## config.mk

```make
export PLATFORM = sky130hd
export DESIGN_NAME = simd_fault_check
export DESIGN_NICKNAME = d
export VERILOG_FILES = /design/src/rtl/simd_fault_pkg.sv /design/src/rtl/sfc_decode_check.sv /design/src/rtl/sfc_mem_check.sv /design/src/rtl/sfc_prio_sel.sv /design/src/rtl/simd_fault_check.sv
export SDC_FILE = /design/constraint.sdc
export NUM_CORES = 1
export LEC_CHECK = 0
export BUFFER_PORTS_ARGS = -buffer_cell sky130_fd_sc_hd__buf_2
export CAP_MARGIN = 20
export CORE_UTILIZATION = 29
export DETAILED_ROUTE_END_ITERATION = 12
export PLACE_DENSITY = 0.86
export REMOVE_ABC_BUFFERS = 1
export SETUP_SLACK_MARGIN = 0.02
export SYNTH_ARGS = -nofsm -noshare
export SYNTH_HDL_FRONTEND = slang
export SYNTH_HIERARCHICAL = 1
export SYNTH_SLANG_ARGS = --single-unit
export TNS_END_PERCENT = 100
```

## constraint.sdc

```tcl
create_clock -name clk -period 6.3 [get_ports clk]
set_input_delay 0.63 -clock clk [delete_from_list [all_inputs] [get_ports clk]]
set_output_delay 0.63 -clock clk [all_outputs]
set_load 0.01 [all_outputs]
```

## src/rtl/simd_fault_pkg.sv

```systemverilog
// Package: shared fault codes, mode encodings and counts for the SIMD
// fault check unit. Assumes codes fit in three bits and 0 means no fault.
package simd_fault_pkg;
    localparam int NUM_FAULTS = 7;
    localparam int CODE_W     = 3;

    typedef enum logic [CODE_W-1:0] {
        FLT_NONE = 3'd0,
        FLT_UD   = 3'd1,
        FLT_NM   = 3'd2,
        FLT_GP   = 3'd3,
        FLT_SS   = 3'd4,
        FLT_PF   = 3'd5,
        FLT_AC   = 3'd6,
        FLT_XM   = 3'd7
    } fault_code_e;

    typedef enum logic [1:0] {
        MODE_REAL = 2'd0,
        MODE_PROT = 2'd1,
        MODE_V86  = 2'd2,
        MODE_LONG = 2'd3
    } cpu_mode_e;

    // Bit index in the one-hot vector for a given code (code minus one).
    function automatic int vec_bit(fault_code_e c);
        return int'(c) - 1;
    endfunction
endpackage

```

## src/rtl/sfc_decode_check.sv

```systemverilog
// Decode-stage gate: evaluates the control-register, feature and prefix
// conditions that block execution. Purely combinational; assumes the
// precision flag selects which feature bit applies.
module sfc_decode_check (
    input  logic cr0_em,
    input  logic cr0_ts,
    input  logic cr4_osfxsr,
    input  logic feat_sse,
    input  logic feat_sse2,
    input  logic is_double,
    input  logic lock_pfx,
    output logic ud_hit,
    output logic nm_hit
);
    logic feat_ok;

    // Pick the feature bit for the instruction's precision class.
    always_comb feat_ok = is_double ? feat_sse2 : feat_sse;

    // Raise the blocking conditions; priority is resolved downstream.
    always_comb begin
        ud_hit = cr0_em | ~cr4_osfxsr | ~feat_ok | lock_pfx;
        nm_hit = cr0_ts;
    end
endmodule

```

## src/rtl/sfc_mem_check.sv

```systemverilog
// Memory operand checks: alignment for packed and scalar forms, canonical
// form in 64-bit mode, the 16-bit offset limit in real and virtual-8086
// modes, and page-fault pass-through. Combinational; assumes ADDR_W >= 16
// and VA_BITS <= ADDR_W. All outputs are zero for a register operand.
module sfc_mem_check #(
    parameter int ADDR_W  = 64,
    parameter int VA_BITS = 48
) (
    input  logic              mem_op,
    input  logic              is_packed,
    input  logic              is_double,
    input  logic [ADDR_W-1:0] addr,
    input  logic              stack_seg,
    input  logic [1:0]        cpu_mode,
    input  logic [1:0]        cpl,
    input  logic              align_chk_en,
    input  logic              page_fault,
    output logic              gp_hit,
    output logic              ss_hit,
    output logic              pf_hit,
    output logic              ac_hit
);
    import simd_fault_pkg::*;

    localparam int LOW_W = 4;

    logic [LOW_W-1:0] size_mask;
    logic             misaligned;
    logic             non_canon;
    logic [16:0]      end_off;
    logic             mode_long;
    logic             mode_seg16;
    logic [1:0]       cpl_eff;
    logic             addr_unused;

    // Operand size minus one: 16, 8 or 4 bytes.
    always_comb begin
        if (is_packed)      size_mask = 4'hF;
        else if (is_double) size_mask = 4'h7;
        else                size_mask = 4'h3;
    end

    // Natural-alignment test on the low address bits.
    always_comb misaligned = |(addr[LOW_W-1:0] & size_mask);

    // Canonical test: the bits above the virtual width must copy bit VA_BITS-1.
    generate
        if (VA_BITS < ADDR_W) begin : g_canon
            logic [ADDR_W-VA_BITS:0] upper;
            always_comb begin
                upper     = addr[ADDR_W-1:VA_BITS-1];
                non_canon = ~((&upper) | ~(|upper));
            end
        end else begin : g_no_canon
            always_comb non_canon = 1'b0;
        end
    endgenerate

    // Keep otherwise unread address bits visibly consumed.
    always_comb addr_unused = ^addr;

    // Mode decode, last byte offset and effective privilege level.
    always_comb begin
        mode_long  = (cpu_mode == MODE_LONG);
        mode_seg16 = (cpu_mode == MODE_REAL) || (cpu_mode == MODE_V86);
        end_off    = {1'b0, addr[15:0]} + {13'd0, size_mask};
        case (cpu_mode)
            MODE_REAL: cpl_eff = 2'd0;
            MODE_V86:  cpl_eff = 2'd3;
            default:   cpl_eff = cpl;
        endcase
    end

    // Fault conditions; the non-canonical result overrides packed misalignment.
    always_comb begin
        ss_hit = mem_op & mode_long & non_canon & stack_seg;
        gp_hit = mem_op & ~ss_hit &
                 ((mode_long & non_canon) |
                  (is_packed & misaligned) |
                  (mode_seg16 & end_off[16]));
        pf_hit = mem_op & page_fault;
        ac_hit = mem_op & ~is_packed & align_chk_en & misaligned & (cpl_eff == 2'd3);
    end
endmodule

```

## src/rtl/sfc_prio_sel.sv

```systemverilog
// Priority selector: turns the individual fault causes into a one-hot
// vector (bit = code - 1) and its code. Combinational; assumes the causes
// are already qualified by operand kind.
module sfc_prio_sel
    import simd_fault_pkg::*;
#(
    parameter int NF = NUM_FAULTS
) (
    input  logic                req_valid,
    input  logic                ud_hit,
    input  logic                nm_hit,
    input  logic                gp_hit,
    input  logic                ss_hit,
    input  logic                pf_hit,
    input  logic                ac_hit,
    input  logic                fp_unmasked,
    input  logic                cr4_osxmmexcpt,
    output logic [NF-1:0]       vec,
    output logic [CODE_W-1:0]   code
);
    // Highest-priority cause wins; the numeric fault turns into UD without OS support.
    always_comb begin
        vec = '0;
        if (req_valid) begin
            if (ud_hit)           vec[vec_bit(FLT_UD)] = 1'b1;
            else if (nm_hit)      vec[vec_bit(FLT_NM)] = 1'b1;
            else if (ss_hit)      vec[vec_bit(FLT_SS)] = 1'b1;
            else if (gp_hit)      vec[vec_bit(FLT_GP)] = 1'b1;
            else if (pf_hit)      vec[vec_bit(FLT_PF)] = 1'b1;
            else if (ac_hit)      vec[vec_bit(FLT_AC)] = 1'b1;
            else if (fp_unmasked) begin
                if (cr4_osxmmexcpt) vec[vec_bit(FLT_XM)] = 1'b1;
                else                vec[vec_bit(FLT_UD)] = 1'b1;
            end
        end
    end

    // Encode the one-hot vector back into a fault code.
    always_comb begin
        code = FLT_NONE;
        for (int i = 0; i < NF; i++) begin
            if (vec[i]) code = CODE_W'(i + 1);
        end
    end
endmodule

```

## src/rtl/simd_fault_check.sv

```systemverilog
// Top level of the SIMD fault check unit. Combines the decode gate, the
// memory checks and the priority selector, drives the one-hot vector in
// the request cycle and registers the code with a one-cycle strobe.
// Assumes one request per cycle at most; the code holds between requests.
module simd_fault_check
    import simd_fault_pkg::*;
#(
    parameter int ADDR_W  = 64,
    parameter int VA_BITS = 48
) (
    input  logic              clk,
    input  logic              rst_n,
    input  logic              req_valid,
    input  logic              cr0_em,
    input  logic              cr0_ts,
    input  logic              cr4_osfxsr,
    input  logic              cr4_osxmmexcpt,
    input  logic              feat_sse,
    input  logic              feat_sse2,
    input  logic              lock_pfx,
    input  logic              mem_op,
    input  logic              is_packed,
    input  logic              is_double,
    input  logic [ADDR_W-1:0] addr,
    input  logic              stack_seg,
    input  logic [1:0]        cpu_mode,
    input  logic [1:0]        cpl,
    input  logic              align_chk_en,
    input  logic              page_fault,
    input  logic              fp_unmasked,
    output logic [6:0]        fault_vec,
    output logic [2:0]        fault_code,
    output logic              code_valid
);
    logic ud_hit, nm_hit, gp_hit, ss_hit, pf_hit, ac_hit;
    logic [CODE_W-1:0] sel_code;

    sfc_decode_check u_decode (
        .cr0_em     (cr0_em),
        .cr0_ts     (cr0_ts),
        .cr4_osfxsr (cr4_osfxsr),
        .feat_sse   (feat_sse),
        .feat_sse2  (feat_sse2),
        .is_double  (is_double),
        .lock_pfx   (lock_pfx),
        .ud_hit     (ud_hit),
        .nm_hit     (nm_hit)
    );

    sfc_mem_check #(.ADDR_W(ADDR_W), .VA_BITS(VA_BITS)) u_mem (
        .mem_op       (mem_op),
        .is_packed    (is_packed),
        .is_double    (is_double),
        .addr         (addr),
        .stack_seg    (stack_seg),
        .cpu_mode     (cpu_mode),
        .cpl          (cpl),
        .align_chk_en (align_chk_en),
        .page_fault   (page_fault),
        .gp_hit       (gp_hit),
        .ss_hit       (ss_hit),
        .pf_hit       (pf_hit),
        .ac_hit       (ac_hit)
    );

    sfc_prio_sel #(.NF(NUM_FAULTS)) u_prio (
        .req_valid      (req_valid),
        .ud_hit         (ud_hit),
        .nm_hit         (nm_hit),
        .gp_hit         (gp_hit),
        .ss_hit         (ss_hit),
        .pf_hit         (pf_hit),
        .ac_hit         (ac_hit),
        .fp_unmasked    (fp_unmasked),
        .cr4_osxmmexcpt (cr4_osxmmexcpt),
        .vec            (fault_vec),
        .code           (sel_code)
    );

    // Capture the winning code on a request and pulse the strobe.
    always_ff @(posedge clk) begin
        if (!rst_n) begin
            fault_code <= FLT_NONE;
            code_valid <= 1'b0;
        end else begin
            code_valid <= req_valid;
            if (req_valid) fault_code <= sel_code;
        end
    end
endmodule

```

Word level (Yosys, flattened, before mapping)
Index checks and enable logic that the tools add are counted.
- mux-type cells: 34
- reductions and logical operators: 5
- bitwise gates (word level): 26
- add/subtract/negate cells: 1
- eq/ne operators: 3
- operators by type and width (kind ; number):
    $mux W3 ; 7
    $mux W1 ; 19
    $add A16 B4 Y17 ; 1
    $reduce_and A17 Y1 ; 1
    $reduce_or A17 Y1 ; 1
    $and A1 B1 Y1 ; 13
    $mux W7 ; 1
    $eq A2 B2 Y1 const B ; 3
    $mux W2 ; 3
    $mux W6 ; 1
    $not A1 Y1 ; 6
    $or A1 B1 Y1 ; 6
    $mux W5 ; 1
    $and A4 B4 Y4 ; 1
    $mux W4 ; 1
    $pmux W2 S2 ; 1
    $reduce_or A4 Y1 ; 1
    $logic_not A2 Y1 ; 1
    $logic_or A1 B1 Y1 ; 1
- bits in registers: 4
- logic and storage cells: 71
- input bits: 85
- output and inout port bits: 11

Longest topological paths before layout
- word-level depth: 21
- depth in mapped cells: 11

Hierarchy
Netlist, hierarchy kept.
- modules (own cells, without submodules) (module ; instances ; area each (um^2) ; cells an instance):
    sfc_mem_check ; 1 ; 229.0 ; 33
    sfc_prio_sel ; 1 ; 173.9 ; 22
    simd_fault_check ; 1 ; 136.4 ; 11
    sfc_decode_check ; 1 ; 27.5 ; 4

Least setup slack after synthesis
Ideal clock, no wire load.
- path type: input to output
- start: input addr[57]
- end: output fault_vec[6]
- stages: 7
- arrival time: 2453 ps
- path buffers: 0
- setup slack: 3217 ps
- data required time: 5670 ps
- cell sequence: nor4_1 nand4_1 or4_1 and4_4 mux2_4 nor4_1 and4_1
- longest elaborated chain between the ends: 14
- elaborated cells on any way between the ends: 18
- RTL lines (item ; line ; source):
    from (decl) ; simd_fault_check.sv:24 ; input logic [ADDR_W-1:0] addr,
    $reduce_or A17 Y1 ; sfc_mem_check.sv:52 ; non_canon = ~((&upper) | ~(|upper));
    $not A1 Y1 ; sfc_mem_check.sv:52 ;
    $or A1 B1 Y1 (*) ; sfc_mem_check.sv:52 ;
    $not A1 Y1 (*) ; sfc_mem_check.sv:52 ;
    $and A1 B1 Y1 (2 in a row) ; sfc_mem_check.sv:76 ; ss_hit = mem_op & mode_long & non_canon & stack_seg;
    $not A1 Y1 ; sfc_mem_check.sv:77 ; gp_hit = mem_op & ~ss_hit &
    $and A1 B1 Y1 ; sfc_mem_check.sv:77 ;
    $and A1 B1 Y1 (*) ; sfc_mem_check.sv:77 ;
    named net gp_hit ; simd_fault_check.sv:35 ; logic ud_hit, nm_hit, gp_hit, ss_hit, pf_hit, ac_hit;
    $mux W3 (*) ; sfc_prio_sel.sv:28 ; else if (gp_hit) vec[vec_bit(FLT_GP)] = 1'b1;
    $mux W3 (*) ; sfc_prio_sel.sv:27 ; else if (ss_hit) vec[vec_bit(FLT_SS)] = 1'b1;
    $mux W5 (*) ; sfc_prio_sel.sv:26 ; else if (nm_hit) vec[vec_bit(FLT_NM)] = 1'b1;
    $mux W6 (*) ; sfc_prio_sel.sv:25 ; if (ud_hit) vec[vec_bit(FLT_UD)] = 1'b1;
    $mux W7 (*) ; sfc_prio_sel.sv:24 ; if (req_valid) begin
    to (decl) ; simd_fault_check.sv:31 ; output logic [6:0] fault_vec,
The timed path passes the listed nets; every way through them passes the cells marked *.

Worst setup path after layout
- start: input addr[50]
- end: output fault_vec[0]
- longest elaborated chain between the ends: 14
- elaborated cells on any way between the ends: 18
- RTL lines (item ; line):
    $reduce_or A17 Y1 ; sfc_mem_check.sv:52
    $not A1 Y1 ; sfc_mem_check.sv:52
    $or A1 B1 Y1 (*) ; sfc_mem_check.sv:52
    $not A1 Y1 (*) ; sfc_mem_check.sv:52
    $and A1 B1 Y1 (2 in a row) ; sfc_mem_check.sv:76
    $not A1 Y1 ; sfc_mem_check.sv:77
    $and A1 B1 Y1 ; sfc_mem_check.sv:77
    $and A1 B1 Y1 (*) ; sfc_mem_check.sv:77
    named net gp_hit ; simd_fault_check.sv:35
    $mux W1 (*) ; sfc_prio_sel.sv:28
    $mux W1 (*) ; sfc_prio_sel.sv:27
    $mux W1 (*) ; sfc_prio_sel.sv:26
    $mux W1 (*) ; sfc_prio_sel.sv:25
    $mux W7 (*) ; sfc_prio_sel.sv:24
Marked as above.

==> out/qor.yml <==
yosys:
  ys_async_sr_fraction: 0
  netlist-cell-type-count: 39
  synth_compound_area_frac: 0.128
  netlist_area_um2: 567
  syn_area_per_cell_um2: 8.10
  synth_top_family_by_area: "simple AND/OR/NAND/NOR gates"
  synthMuxAreaShare: 0.0993
  synth_flop_cell: "dfxtp_1"
  synth_seq_cells: 4
  ys_warn_count: 6
  seq_area_frac_synth: 0.141
  yosys.area_share.simple: 0.567
  synth_adder_area_share: 0.0442
  synthCells: 70
  synth_edf_count: 0
  synth_xor_area_frac: 0
critical_path:
  required_ns: 5.67
  cp_cell_sequence: "buf_2 > nor4_1 > nand4_1 > or4_1 > and4_4 > mux2_4 > nor4_1 > a32o_1 > buf_2"
  path_class: "input port to primary output"
  worstSetupEndpoint: "fault_vec[0]"
  reg2reg_depth: 2
  crit_cells: 9
  reg2reg_to: "fault_code[2]"
  critPathTopFamily: "simple AND/OR/NAND/NOR gates"
  end_kind: "primary output"
  startpoint: "addr[50]"
  crit_fanout: 6
  rrSetupSlack_ns: 5.62
  worst_ep_arrival_time_ns: 2.96
  r2r_start: "fault_code[2]"
  slowest_stage: "nor4_1"
  path_buf_inv: 2
  worstSetupStartpointType: "input port"
  critPathMaxStageDelay_ns: 0.42
global_routing:
  grt_usage: 0.197
  grt_pass1_vias: 809
  grt_pass1_wl_mm: 3.06
  grt.overflow.total: 0
  grt_max_degree: 12
  antenna_found_initial: 0
clocking:
  root_buffer: "clkbuf_4"
  numClockSinks: 4
  clock_latency_ns: 0.24
  cts_buffers: 3
  cts_buffer_depth: 2
  cts_hold_buf: 0
  cts_tree: "done"
  cts_htree_levels: 1
  cts_resized: 0
  post_cts_buffers: 0
  cts.clk_slew.worst_paths_ns: 0.04
route:
  drtIter0Drc: 10
  drc: 0
  ant_nets: 0
  drt_wl_total_mm: 1.96
  via_per_inst: 5.24
  vias: 844
  wl_per_cell_um: 12.2
  drt-pass1-iter-count: 4
sta:
  finalCritPeriodShare: 0.570
  fin_ws_ns: 2.71
  fin_setup_tns_ns: 0
  setup_viol: 0
  slew_violations: 0
  hold_viol: 0
  worstMarginPinSlew_ns: 0.655
  rsz0062_at_grt: "false"
  fin_skew_ns: 0
  slew_headroom: 0.557
  period_needed_ns: 3.59
  fmax_ghz: 0.279
layout:
  layout-area-overhead-vs-synth_pct: 64.7
  seqCellArea_um2: 80.1
  finalNetCount: 225
  fin_cells: 161
  multi_input_area_um2: 475
  nFillCells: 178
  drive_gt1_frac: 0.559
  antenna_cells: 0
power:
  leakagePower_nw: 0.486
  vdd_ir_drop_max_v: 0.0000639
  total_power_uw: 97.8
  power_density_nw_per_um2: 105
placement:
  dp_hpwl_mm: 1.64
  gp_congestion: 0.736
  dpl.cell_count: 158
  place_ws_ns: 2.77
  port-buffer-count: 64
die:
  die_width_um: 46.2
  rows: 15
  die-height_um: 46.2
  ios: 96
  core_um2: 1780
  start_util: 0.318
  die-area_um2: 2140
run:
  drv_cap: 0
hold_path:
  hold_path.class: "flop to flop"
run_status:
  status: "finished clean"
[Yosys cell counts, types with 2 or more instances]
library cell,number,area share
a21oi_1,2,0.018
nor4b_1,2,0.031
dfxtp_1,4,0.14
nand3_1,2,0.018
and3_1,2,0.022
nor4_1,6,0.066
nand4_1,6,0.066
ha_1,2,0.044
mux2i_1,3,0.053
nand2_1,2,0.013
nor2b_1,8,0.088
nor2_1,4,0.026
[per-layer routing]
metal / up-vias / track usage / part of all wire
met5: - / 0 / 0
met4: 0 / 0.0353 / 0.013
li1: 418 / - / -
met3: 4 / 0.0667 / 0.10
met1: 368 / 0.197 / 0.36
met2: 54 / 0.389 / 0.52
[where the power goes]
part / switching (mW) / total (mW) / leakage [nW] / internal, mW
combinational: 0.0171 / 0.0387 / 0.439 / 0.0216
clock: 0.0112 / 0.0325 / 0.0138 / 0.0214
sequential: 0.000284 / 0.0266 / 0.0327 / 0.0263
total: 0.0285 / 0.0978 / 0.486 / 0.0693
[stage by stage]
| step | hold WS, ns | instance area (um^2) | util |
|---|---|---|---|
| 6_report | 0.523 | 933 | 0.524 |
| 5_1_grt | 0.537 | 933 | 0.524 |
| 4_1_cts | 0.524 | 933 | 0.524 |
| 3_5_place_dp | 0.512 | 911 | 0.511 |
| 3_3_place_gp | 0.496 | 911 | 0.511 |
| 2_1_floorplan | 0.538 | 559 | - |
[tightest hold or removal path: cells and delay by family (launching register included)]
kind | cells | cell delay [ns]
mux | 1 | 0.07
simple gates | 1 | 0.10
flops | 1 | 0.32
[layout by cell type (no fill, tap or decap), types with 2 or more instances in the layout]
cell type and instances:
a21oi_1 2, nor2b_1 8, nand2_1 2, nor4_1 6, clkbuf_4 3, buf_2 64
nand4_1 6, nor2_1 4, ha_1 2, dfxtp_1 4, nor4b_1 2, and3_1 2
nand3_1 2, mux2i_1 3
[worst min-delay path by stage]
stage,from,to,slack [ns],depth (start not counted)
floorplan,fault_code[0],fault_code[0],0.54,2
global placement,fault_code[0],fault_code[0],0.50,2
detailed placement,fault_code[0],fault_code[0],0.51,2
CTS,fault_code[0],fault_code[0],0.52,2
global route,fault_code[0],fault_code[0],0.54,2
finish,fault_code[0],fault_code[0],0.52,2
[kinds of logic (layout without fill, tap and decap cells)]
family / count (synthesis) / count (layout)
AND/OR/NAND/NOR: 48 / 48
multiplexers: 5 / 5
AO/OA/AOI/OAI: 9 / 9
adder cells (fa/ha/maj): 2 / 2
flip-flops: 4 / 4
buffers and inverters: 2 / 68
[cell type report]
class	instances	area share
multi-input combinational	64	0.509
inverter	1	0.00402
clock buffer	3	0.0241
tap	25	0.0335
timing repair buffer	64	0.343
sequential	4	0.0858
[flip-flops by register name, indices dropped and copies added, names as in the netlist]
name	cells
code_valid	1
fault_code	3
Note: power is estimated with default switching activity, not from simulation.
